**src/rtl/rrs_pkg.sv**
```systemverilog
package rrs_pkg;

    parameter int RRS_ADDR_W   = 28;
    parameter int RRS_COL_LSB  = 1;
    parameter int RRS_COL_W    = 5;
    parameter int RRS_SPA_W    = 48;
    parameter int RRS_PG_SHIFT = 12;

    typedef enum logic [2:0] {
        ST_IDLE,
        ST_REQ,
        ST_WAIT_XL,
        ST_CHECK,
        ST_RETIRE,
        ST_NEXT,
        ST_DONE
    } sweep_st_e;

    typedef enum logic [1:0] {
        PG_RETIRE,
        PG_SKIP_OFFLINE,
        PG_SKIP_POISON
    } page_act_e;

endpackage

```
**src/rtl/rrs_col_subst.sv**
```systemverilog
module rrs_col_subst #(
    parameter int ADDR_W  = 28,
    parameter int COL_LSB = 1,
    parameter int COL_W   = 5
) (
    input  logic [ADDR_W-1:0] base_i,
    input  logic [COL_W-1:0]  col_i,
    output logic [ADDR_W-1:0] addr_o
);

    // Bits inside the column field come from the sweep counter.
    // All other bits pass through from the record.
    for (genvar b = 0; b < ADDR_W; b++) begin : g_bit
        if (b >= COL_LSB && b < COL_LSB + COL_W) begin : g_col
            assign addr_o[b] = col_i[b-COL_LSB];
        end else begin : g_keep
            assign addr_o[b] = base_i[b];
        end
    end

    logic unused_old_col;
    assign unused_old_col = ^base_i[COL_LSB +: COL_W];

endmodule

```
**src/rtl/rrs_page_judge.sv**
```systemverilog
module rrs_page_judge
    import rrs_pkg::*;
(
    input  logic      online_i,
    input  logic      poison_i,
    output page_act_e act_o
);

    // An offline frame is never inspected for poison.
    always_comb begin
        if (!online_i)     act_o = PG_SKIP_OFFLINE;
        else if (poison_i) act_o = PG_SKIP_POISON;
        else               act_o = PG_RETIRE;
    end

endmodule

```
**src/rtl/rrs_tally.sv**
```systemverilog
module rrs_tally #(
    parameter int CNT_W = 6
) (
    input  logic             clk,
    input  logic             rst,
    input  logic             clr_i,
    input  logic             ret_i,
    input  logic             skip_i,
    output logic [CNT_W-1:0] ret_cnt_o,
    output logic [CNT_W-1:0] skip_cnt_o
);

    always_ff @(posedge clk) begin
        if (rst || clr_i) begin
            ret_cnt_o  <= '0;
            skip_cnt_o <= '0;
        end else begin
            if (ret_i)  ret_cnt_o  <= ret_cnt_o + 1'b1;
            if (skip_i) skip_cnt_o <= skip_cnt_o + 1'b1;
        end
    end

    // A column finishes either as a retire or as a skip, never as both.
    p_one_outcome_r10: assert property (@(posedge clk) disable iff (rst)
        !(ret_i && skip_i));

endmodule

```
**src/rtl/row_retire_sweeper.sv**
```systemverilog
module row_retire_sweeper
    import rrs_pkg::*;
#(
    parameter int ADDR_W   = RRS_ADDR_W,
    parameter int COL_LSB  = RRS_COL_LSB,
    parameter int COL_W    = RRS_COL_W,
    parameter int SPA_W    = RRS_SPA_W,
    parameter int PG_SHIFT = RRS_PG_SHIFT,
    localparam int NCOL    = 1 << COL_W,
    localparam int PFN_W   = SPA_W - PG_SHIFT,
    localparam int CNT_W   = $clog2(NCOL + 1)
) (
    input  logic              clk,
    input  logic              rst,
    input  logic              rec_valid,
    input  logic [ADDR_W-1:0] rec_addr,
    output logic              busy,
    output logic              xl_req_valid,
    output logic [ADDR_W-1:0] xl_req_addr,
    input  logic              xl_rsp_valid,
    input  logic              xl_rsp_err,
    input  logic [SPA_W-1:0]  xl_rsp_addr,
    output logic              pg_req_valid,
    output logic [PFN_W-1:0]  pg_req_pfn,
    input  logic              pg_rsp_valid,
    input  logic              pg_rsp_online,
    input  logic              pg_rsp_poison,
    output logic              ret_valid,
    output logic [PFN_W-1:0]  ret_pfn,
    output logic              done,
    output logic [CNT_W-1:0]  retired_cnt,
    output logic [CNT_W-1:0]  skipped_cnt
);

    sweep_st_e         st_q, st_d;
    logic [ADDR_W-1:0] rec_q;
    logic [COL_W-1:0]  col_q;
    logic [PFN_W-1:0]  pfn_q;
    page_act_e         page_act;
    logic              accept, last_col, xl_ok, xl_bad, pg_skip;

    assign accept   = (st_q == ST_IDLE) && rec_valid;
    assign last_col = &col_q;
    assign xl_ok    = (st_q == ST_WAIT_XL) && xl_rsp_valid && !xl_rsp_err;
    assign xl_bad   = (st_q == ST_WAIT_XL) && xl_rsp_valid && xl_rsp_err;
    assign pg_skip  = (st_q == ST_CHECK) && pg_rsp_valid && (page_act != PG_RETIRE);

    rrs_col_subst #(
        .ADDR_W (ADDR_W),
        .COL_LSB(COL_LSB),
        .COL_W  (COL_W)
    ) u_subst (
        .base_i(rec_q),
        .col_i (col_q),
        .addr_o(xl_req_addr)
    );

    rrs_page_judge u_judge (
        .online_i(pg_rsp_online),
        .poison_i(pg_rsp_poison),
        .act_o   (page_act)
    );

    rrs_tally #(.CNT_W(CNT_W)) u_tally (
        .clk       (clk),
        .rst       (rst),
        .clr_i     (accept),
        .ret_i     (st_q == ST_RETIRE),
        .skip_i    (xl_bad || pg_skip),
        .ret_cnt_o (retired_cnt),
        .skip_cnt_o(skipped_cnt)
    );

    always_comb begin
        st_d = st_q;
        unique case (st_q)
            ST_IDLE:    if (rec_valid) st_d = ST_REQ;
            ST_REQ:     st_d = ST_WAIT_XL;
            ST_WAIT_XL: if (xl_rsp_valid) st_d = xl_rsp_err ? ST_NEXT : ST_CHECK;
            ST_CHECK:   if (pg_rsp_valid)
                            st_d = (page_act == PG_RETIRE) ? ST_RETIRE : ST_NEXT;
            ST_RETIRE:  st_d = ST_NEXT;
            ST_NEXT:    st_d = last_col ? ST_DONE : ST_REQ;
            ST_DONE:    st_d = ST_IDLE;
            default:    st_d = ST_IDLE;
        endcase
    end

    always_ff @(posedge clk) begin
        if (rst) begin
            st_q  <= ST_IDLE;
            rec_q <= '0;
            col_q <= '0;
            pfn_q <= '0;
        end else begin
            st_q <= st_d;
            if (accept) begin
                rec_q <= rec_addr;
                col_q <= '0;
            end
            if (st_q == ST_NEXT && !last_col) col_q <= col_q + 1'b1;
            if (xl_ok) pfn_q <= xl_rsp_addr[SPA_W-1:PG_SHIFT];
        end
    end

    logic unused_page_offset;
    assign unused_page_offset = ^xl_rsp_addr[PG_SHIFT-1:0];

    assign busy         = (st_q != ST_IDLE);
    assign done         = (st_q == ST_DONE);
    assign xl_req_valid = (st_q == ST_REQ);
    assign pg_req_valid = (st_q == ST_CHECK);
    assign ret_valid    = (st_q == ST_RETIRE);
    assign pg_req_pfn   = pfn_q;
    assign ret_pfn      = pfn_q;

    p_ignore_busy_rec_r1: assert property (@(posedge clk) disable iff (rst)
        (busy && rec_valid) |=> $stable(rec_q));

    p_req_pulse_r2: assert property (@(posedge clk) disable iff (rst)
        xl_req_valid |=> !xl_req_valid);

    p_err_no_query_r3: assert property (@(posedge clk) disable iff (rst)
        ((st_q == ST_WAIT_XL) && xl_rsp_valid && xl_rsp_err) |=> !pg_req_valid);

    p_retire_clean_r7: assert property (@(posedge clk) disable iff (rst)
        ret_valid |-> $past(pg_rsp_valid && pg_rsp_online && !pg_rsp_poison));

    p_done_then_idle_r8: assert property (@(posedge clk) disable iff (rst)
        done |=> !busy);

    p_busy_hold_r9: assert property (@(posedge clk) disable iff (rst)
        (busy && !done) |=> busy);

    p_quiet_idle_r9: assert property (@(posedge clk) disable iff (rst)
        !busy |-> !(xl_req_valid || pg_req_valid || ret_valid));

    p_total_r10: assert property (@(posedge clk) disable iff (rst)
        done |-> (int'(retired_cnt) + int'(skipped_cnt) == NCOL));

endmodule

```
**config.mk**
```make
export PLATFORM = sky130hd
export DESIGN_NAME = row_retire_sweeper
export DESIGN_NICKNAME = d
export VERILOG_FILES = /design/src/rtl/rrs_pkg.sv /design/src/rtl/rrs_col_subst.sv /design/src/rtl/rrs_page_judge.sv /design/src/rtl/rrs_tally.sv /design/src/rtl/row_retire_sweeper.sv
export SDC_FILE = /design/constraint.sdc
export NUM_CORES = 1
export LEC_CHECK = 0
export ABC_AREA = 1
export BUFFER_PORTS_ARGS = -buffer_cell sky130_fd_sc_hd__buf_4
export CAP_MARGIN = 20
export CORE_UTILIZATION = 46
export DETAILED_ROUTE_END_ITERATION = 8
export GPL_TIMING_DRIVEN = 0
export PLACE_DENSITY = 0.85
export SYNTH_ARGS = -nofsm -noshare
export SYNTH_HDL_FRONTEND = slang
export SYNTH_HIERARCHICAL = 1
export SYNTH_SLANG_ARGS = --single-unit
```
**constraint.sdc**
```tcl
create_clock -name clk -period 2.55 [get_ports clk]
set_clock_uncertainty 0.1 [all_clocks]
set_input_delay 0.1275 -clock clk [delete_from_list [all_inputs] [get_ports clk]]
set_output_delay 0.1275 -clock clk [all_outputs]
set_load 0.02 [all_outputs]
```
Word level (Yosys, flattened, before mapping) --
Cells that the tools add are included.
Storage, ports and cells: register bits after elaboration 84, word-level logic and storage cells 47, input port bits 84
Operators by class: equal/unequal tests 9, muxes and demuxes 11, $add $sub $neg 3, reductions and logical operators 18
Operators by type and width (count):
- $pmux W3 S6 | 1
- $mux W3 | 5
- $add A6 B1 Y6 const B | 2
- $mux W5 | 2
- $eq A3 B3 Y1 const B | 3
- $logic_and A1 B1 Y1 | 7
- $eq A3 B2 Y1 const B | 2
- $add A5 B1 Y5 const B | 1
- $reduce_and A5 Y1 | 1
- $mux W2 | 2
- $ne A2 B2 Y1 const B | 2
- $reduce_bool A2 Y1 | 2
- $eq A3 B1 Y1 const B | 1
- $logic_not A3 Y1 | 1
- $reduce_and A3 Y1 | 1
- $reduce_bool A3 Y1 | 1
- $logic_not A1 Y1 | 2
- $logic_not A2 Y1 | 1
- $logic_or A1 B1 Y1 | 2
- $ne A2 B1 Y1 const B | 1
- $mux W1 | 1

Longest topological paths before layout --
Gate-level depths: netlist of the first run.
word-level depth 6, mapped depth 13, depth with buffers taken out 10

Modules after synthesis --
The synthesis of the first run kept the hierarchy.
By module, submodules not included:
- row_retire_sweeper | sequential area each 1441.4 µm², instances 1, cells an instance 400, area an instance 3193.1 µm²
- rrs_tally | sequential area each 240.2 µm², instances 1, cells an instance 68, area an instance 509.2 µm²
- rrs_col_subst | sequential area each 0.0 µm², instances 1, cells an instance 28, area an instance 210.2 µm²
- rrs_page_judge | sequential area each 0.0 µm², instances 1, cells an instance 3, area an instance 11.3 µm²

Worst setup path before layout of the first run --
Ideal clock, no wire load.
path kind flip-flop to flip-flop, from reg st_q[1], to reg u_tally.skip_cnt_o[4], slack 0.474 ns, stages on the path, launching flop included 8, setup time 0.117 ns, clock period less this slack 2.076 ns, data required time 2.333 ns, arrival 1.859 ns, buffers on the path 0, path through dfxtp_1 nand2_1 nor2_1 nand2_1 o21ai_0 nand3_1 o21ai_0 nor2_1
On the way: cells in the longest elaborated chain, start to end 4
RTL lines:
- from (decl) | line row_retire_sweeper.sv:35 | sweep_st_e st_q, st_d;
- from (signal assigned) | line row_retire_sweeper.sv:96 | st_q <= st_d;
- $eq A3 B2 Y1
- via pg_req_valid | line row_retire_sweeper.sv:23 | output logic pg_req_valid,
- $logic_and A1 B1 Y1 (2 in series) | line row_retire_sweeper.sv:46 | assign pg_skip = (st_q == ST_CHECK) && pg_rsp_valid && (page_act != PG_RETIRE);
- $logic_or A1 B1 Y1 | line row_retire_sweeper.sv:69 | .skip_i (xl_bad || pg_skip),
- to (signal assigned) | line rrs_tally.sv:19 | if (skip_i) skip_cnt_o <= skip_cnt_o + 1'b1;
- to (decl) | line rrs_tally.sv:10 | output logic [CNT_W-1:0] skip_cnt_o
The timed path passes the listed nets, and every way through them passes these cells. A chain may end at the register's enable or synchronous reset.

Final worst setup path of the first run --
from reg st_q[1], to reg u_tally.skip_cnt_o[4]
On the way: cells in the longest elaborated chain, start to end 4
RTL lines (line):
- $eq A3 B2 Y1, on equally long branches | row_retire_sweeper.sv:45, row_retire_sweeper.sv:46
- $logic_and A1 B1 Y1, on equally long branches (2 in series) | row_retire_sweeper.sv:45, row_retire_sweeper.sv:46
- $logic_or A1 B1 Y1 | row_retire_sweeper.sv:69
Parallel ways exist; a longest one is shown, timed or not.

==> flow_summary.json, run 1 <==
{
  "status": "finished clean",
  "overflow": 0,
  "pwr-share-comb": 0.285,
  "core_sq_mm": 0.00781,
  "io_pins": 201,
  "setup_viol": 0,
  "cp_slowest_cell": "o21ai_0",
  "power_frac_seq": 0.434,
  "clk_path_buf_depth": 2,
  "antenna_found_initial": 0,
  "layout.nets": 822,
  "arrival_ns": 2.45,
  "p_per_area_mw_per_mm2": 513,
  "p_switching_mw": 1.01,
  "via_per_inst": 5.08,
  "drv_cap": 0,
  "fp.dieW_microns": 92.4,
  "grt_usage": 0.289,
  "htreeDepth": 3,
  "ant_nets": 0,
  "switching_share": 0.325,
  "rsz0062_at_grt": "false",
  "hold_depth": 5,
  "syn_area_per_cell_sq_um": 7.85,
  "floorplan.die.height_microns": 92.4,
  "crit_end": "u_tally/skip_cnt_o[4]",
  "holdWs_ns": 0.0724,
  "reg2reg_to": "u_tally/skip_cnt_o[4]",
  "period_minus_slack_ns": 2.29,
  "drive_above_1_share": 0.407,
  "syn_nets": 567,
  "drc": 0,
  "drt_iter0_drc": 125,
  "cts_tree": "built",
  "critPathMaxStageDelay_ns": 0.70,
  "clk_latency_ns": 0.36,
  "cp_num_buf_inv": 0,
  "hpwl_mm": 7.81,
  "finalCritPeriodShare": 0.899,
  "rows": 32,
  "reg2reg_slack_ns": 0.26,
  "tightestPinTransition_ns": 0.872,
  "cp_data_required_time_ns": 2.71,
  "max-vdd-ir-drop_v": 0.000428,
  "cts_buffers": 9,
  "p_leak_nw": 2.83,
  "clkSlewWorstSetupHoldPaths_ns": 0.10,
  "synthCells": 479,
  "critPathTopFamily": "compound AO/OA/AOI/OAI gates",
  "power_mw": 3.11,
  "cts.sinks": 79,
  "finalMaxSlewViolations": 0,
  "start_util": 0.482,
  "area_growth_pct": 60.9,
  "routedWlPerCell_microns": 14.6,
  "cp-startpoint": "st_q[1]",
  "grt_pass1_wl_mm": 19.5,
  "clockPowerShare": 0.281,
  "drt-total-wl_mm": 12.3,
  "ys.warnings.count": 6,
  "antennaDiodeCount": 0,
  "path_cells": "nand2_1, nor2_1, nand2_1, o21ai_0, nand3_1, o21ai_0, nor2_1",
  "dr.pass1.iters": 5,
  "cp_max_fo": 7,
  "gp_congestion": 0.818,
  "reg2reg_depth": 7,
  "first_global_vias": 4166,
  "fillers": 493,
  "p_int_mw": 2.10,
  "die-area_sq_mm": 0.00854,
  "hp-class": "primary input to flop",
  "timing.rr.start": "st_q[1]",
  "syn_area_sq_mm": 0.00376,
  "vias": 4275,
  "final-hold-violation-count": 0,
  "grt_max_degree": 16,
  "cts_resized": 0,
  "layout_common_cells": "buf_4 (253), nand2_1 (111), dfxtp_1 (79)",
  "path_depth": 7,
  "final_common_cell": "buf_4",
  "start_kind": "flop",
  "slew_headroom": 0.412,
  "finalSetupTns_ns": 0,
  "fmax_ghz": 0.436,
  "cts-root-buf": "clkbuf_8",
  "critPathKind": "flop to flop",
  "io_buffers": 183,
  "cp-end-kind": "flop"
}
power groups by stage:
stage	combinational [mW]	clock, mW	sequential [mW]
floorplan	0.485	0	1.38
global placement	0.774	0	1.37
detailed placement	0.789	0	1.37
CTS	0.868	0.886	1.35
global route	0.952	0.940	1.36
finish	0.885	0.872	1.35
routing by layer:
layer | global-route usage | vias to the layer above | wire length [microns]
li1 | - | 2043 | -
met1 | 0.316 | 1975 | 4720
met2 | 0.534 | 226 | 6260
met3 | 0.0640 | 31 | 985
met4 | 0.117 | 0 | 303
met5 | 0 | - | 0
final cells by class:
type / count / area [sq um] / area share
multi-input combinational: 289 / 1410 / 0.233
sequential: 79 / 1580 / 0.261
tap: 102 / 128 / 0.0211
clock inverter: 7 / 55.1 / 0.00910
buffer: 93 / 698 / 0.115
clock buffer: 9 / 124 / 0.0205
timing repair buffer: 244 / 1980 / 0.328
inverter: 18 / 70.1 / 0.0116
repair_timing:
item | CTS | global route
setup endpoints to repair | 0 | 0
hold endpoints to repair | 62 | 0
hold buffers | 61 | 0
setup buffers | 0 | 0
flip-flops by register name, indices dropped and copies added, names as in the netlist:
name                flops
pg_req_pfn             36
rec_q                  23
u_tally/ret_cnt_o       6
u_tally/skip_cnt_o      6
col_q                   5
st_q                    3
how the worst min path moves through the flow:
stage	startpoint	end	slack (ns)
final	xl_rsp_err	st_q[2]	0.07
after global routing	xl_rsp_err	st_q[2]	0.07
after CTS	xl_rsp_err	st_q[2]	0.06
after detailed placement	rec_addr[14]	rec_q[14]	0.30
after global placement	rec_addr[16]	rec_q[16]	0.29
after floorplan	rec_addr[0]	rec_q[0]	0.17
tightest hold or removal path, cell delays in order:
cell	delay [ns]
buf_4	0.11
nand2_1	0.06
nand4_1	0.06
nand2_1	0.05
nor2_1	0.08
per-stage QoR:
| step | setup slack, ns | area [sq um] | instances | util |
|---|---|---|---|---|
| 6_report | 0.258 | 6050 | 841 | 0.775 |
| 2_1_floorplan | 0.474 | 3760 | 479 | - |
| 3_3_place_gp | 0.363 | 5260 | 764 | 0.674 |
| 3_5_place_dp | 0.366 | 5260 | 764 | 0.674 |
| 4_1_cts | 0.342 | 6050 | 841 | 0.775 |
| 5_1_grt | 0.0445 | 6050 | 841 | 0.775 |
No activity file was read; power rests on OpenSTA's default activity.
==> run 2, diff against run 1 <==
--- a/config.mk
+++ b/config.mk
@@ -9,9 +9,10 @@
 export BUFFER_PORTS_ARGS = -buffer_cell sky130_fd_sc_hd__buf_4
 export CAP_MARGIN = 20
 export CORE_UTILIZATION = 46
+export CTS_CLUSTER_DIAMETER = 60
 export DETAILED_ROUTE_END_ITERATION = 8
 export GPL_TIMING_DRIVEN = 0
-export PLACE_DENSITY = 0.85
+export PLACE_DENSITY = 0.83
 export SYNTH_ARGS = -nofsm -noshare
 export SYNTH_HDL_FRONTEND = slang
 export SYNTH_HIERARCHICAL = 1
==> run 2 against run 1 <==
Die area did not move. Largest cell class unchanged. Clock-buffer cell count grew 1. Worst hold slack got worse by 0.058 ns. Sequential share of layout area down 0.059 points. Cell area grew 0.23%. Worst setup slack improved by 0.20 ns. Highest routed layer unchanged. Sequential power barely moved.
==> flow_summary.json, run 2 (synthesized netlist as in run 1, its figures left out) <==
{
  "clk_latency_ns": 0.34,
  "period_minus_slack_ns": 2.10,
  "clk_path_buf_depth": 2,
  "finalSetupTns_ns": 0,
  "max-vdd-ir-drop_v": 0.000415,
  "p_leak_nw": 2.84,
  "slew_headroom": 0.647,
  "p_per_area_mw_per_mm2": 524,
  "overflow": 0,
  "antennaDiodeCount": 0,
  "layout.nets": 821,
  "cp-startpoint": "st_q[1]",
  "gp_congestion": 0.773,
  "io_pins": 201,
  "timing.rr.start": "st_q[1]",
  "reg2reg_to": "u_tally/skip_cnt_o[4]",
  "drc": 0,
  "final-hold-violation-count": 0,
  "critPathMaxStageDelay_ns": 0.49,
  "cts_buffers": 9,
  "antenna_found_initial": 0,
  "start_util": 0.482,
  "seqCellArea_sq_mm": 0.00158,
  "clkSlewWorstSetupHoldPaths_ns": 0.09,
  "rows": 32,
  "hpwl_mm": 7.60,
  "drive_above_1_share": 0.408,
  "first_global_vias": 3957,
  "finalCritPeriodShare": 0.822,
  "via_per_inst": 4.84,
  "fmax_ghz": 0.477,
  "drt-total-wl_mm": 11.4,
  "floorplan.die.height_microns": 92.4,
  "grt_max_degree": 15,
  "cts.sinks": 79,
  "grt_usage": 0.268,
  "routedWlPerCell_microns": 13.5,
  "cp_max_fo": 10,
  "area_growth_pct": 61.3,
  "cts_tree": "built",
  "htreeDepth": 3,
  "final_common_cell": "buf_4",
  "reg2reg_slack_ns": 0.45,
  "arrival_ns": 2.24,
  "cp_slowest_cell": "dfxtp_1",
  "fp.dieW_microns": 92.4,
  "grt_pass1_wl_mm": 18.4,
  "crit_end": "u_tally/skip_cnt_o[4]",
  "critPathKind": "flop to flop",
  "final_core_util": 0.777,
  "multi_input_comb_area_sq_mm": 0.00141,
  "cp-end-kind": "flop",
  "hp-class": "primary input to flop",
  "start_kind": "flop",
  "die-area_sq_mm": 0.00854,
  "largest_reg_flops": 36,
  "postCtsSetupBuffers": 0,
  "tightestPinTransition_ns": 0.526,
  "reg2reg_depth": 9,
  "drv_cap": 0,
  "io_buffers": 183,
  "drt_iter0_drc": 178,
  "layout_common_cells": "buf_4 (253), nand2_1 (111), dfxtp_1 (79)",
  "cp_data_required_time_ns": 2.69,
  "path_cells": "nand3_2, inv_4, buf_12, buf_12, nand3_1, o21ai_1, nand3_1, o21ai_0, nor2_1",
  "rsz0062_at_grt": "false",
  "ant_nets": 0,
  "vias": 4063,
  "cts-root-buf": "clkbuf_8",
  "setup_viol": 0,
  "status": "finished clean",
  "core_sq_mm": 0.00781,
  "dr.pass1.iters": 4,
  "fillers": 536,
  "finalMaxSlewViolations": 0
}
==> run 2: changes by cell type in the layout (fill, tap and decap cells not counted), sizes merged <==
cell	previous run	this run
bufinv	0	1
clkbuf	19	20
clkinvlp	2	1
dlygate4sd3	61	60
inv	21	20
==> run 2: cell type report <==
cell class	instances	area share
Buffer	93	0.115
Clock buffer	10	0.0227
Clock inverter	6	0.0107
Inverter	18	0.0116
Multi-Input combinational cell	289	0.233
Sequential cell	79	0.261
Tap cell	102	0.0210
Timing Repair Buffer	243	0.325
==> run 2: how the worst min path moves through the flow <==
stage,start,endpoint,slack [ns],cells after the start
global placement,rec_addr[22],rec_q[22],0.29,3
detailed placement,rec_addr[23],rec_q[23],0.29,3
global route,pg_rsp_valid,st_q[0],0.04,4
CTS,pg_rsp_valid,st_q[0],0.005,4
floorplan,rec_addr[0],rec_q[0],0.17,2
finish,pg_rsp_valid,st_q[0],0.01,4
==> run 2: worst max-delay path: cells and delay by family, from the launching register on <==
family | cells | cell delay [ns]
flops | 1 | 0.49
simple gates | 4 | 0.52
buf+inv | 3 | 0.37
compound gates | 2 | 0.51
==> run 2: per-layer routing <==
| layer | vias up | global-route usage | share of wire |
|---|---|---|---|
| met1 | 1848 | 0.301 | 0.39 |
| li1 | 2046 | - | - |
| met3 | 14 | 0.0567 | 0.071 |
| met2 | 155 | 0.504 | 0.52 |
| met5 | - | 0 | 0 |
| met4 | 0 | 0.0755 | 0.014 |
==> run 2: stage by stage <==
step	instance area, sq um	instances	power, mW	setup slack [ns]	hold slack, ns
floorplan	3760	479	1.87	0.474	0.175
global placement	5260	764	2.14	0.359	0.292
detailed placement	5260	764	2.16	0.328	0.294
CTS	6070	840	3.18	0.273	0.00512
global route	6070	840	3.33	0.208	0.0402
finish	6070	840	3.18	0.455	0.0147
==> run 2: timing repair <==
action | in CTS | in global routing
hold buffers | 60 | 0
hold endpoints to repair | 61 | 0
setup endpoints to repair | 0 | 1
resized for setup | 0 | 1
==> run 2: where the power goes <==
group          switching (mW)  total [mW]  leakage, nW  internal (mW)
logic                   0.439       0.872         2.09          0.433
clock network           0.476       0.960        0.103          0.483
registers              0.0485        1.35        0.640           1.30
total                   0.964        3.18         2.84           2.21
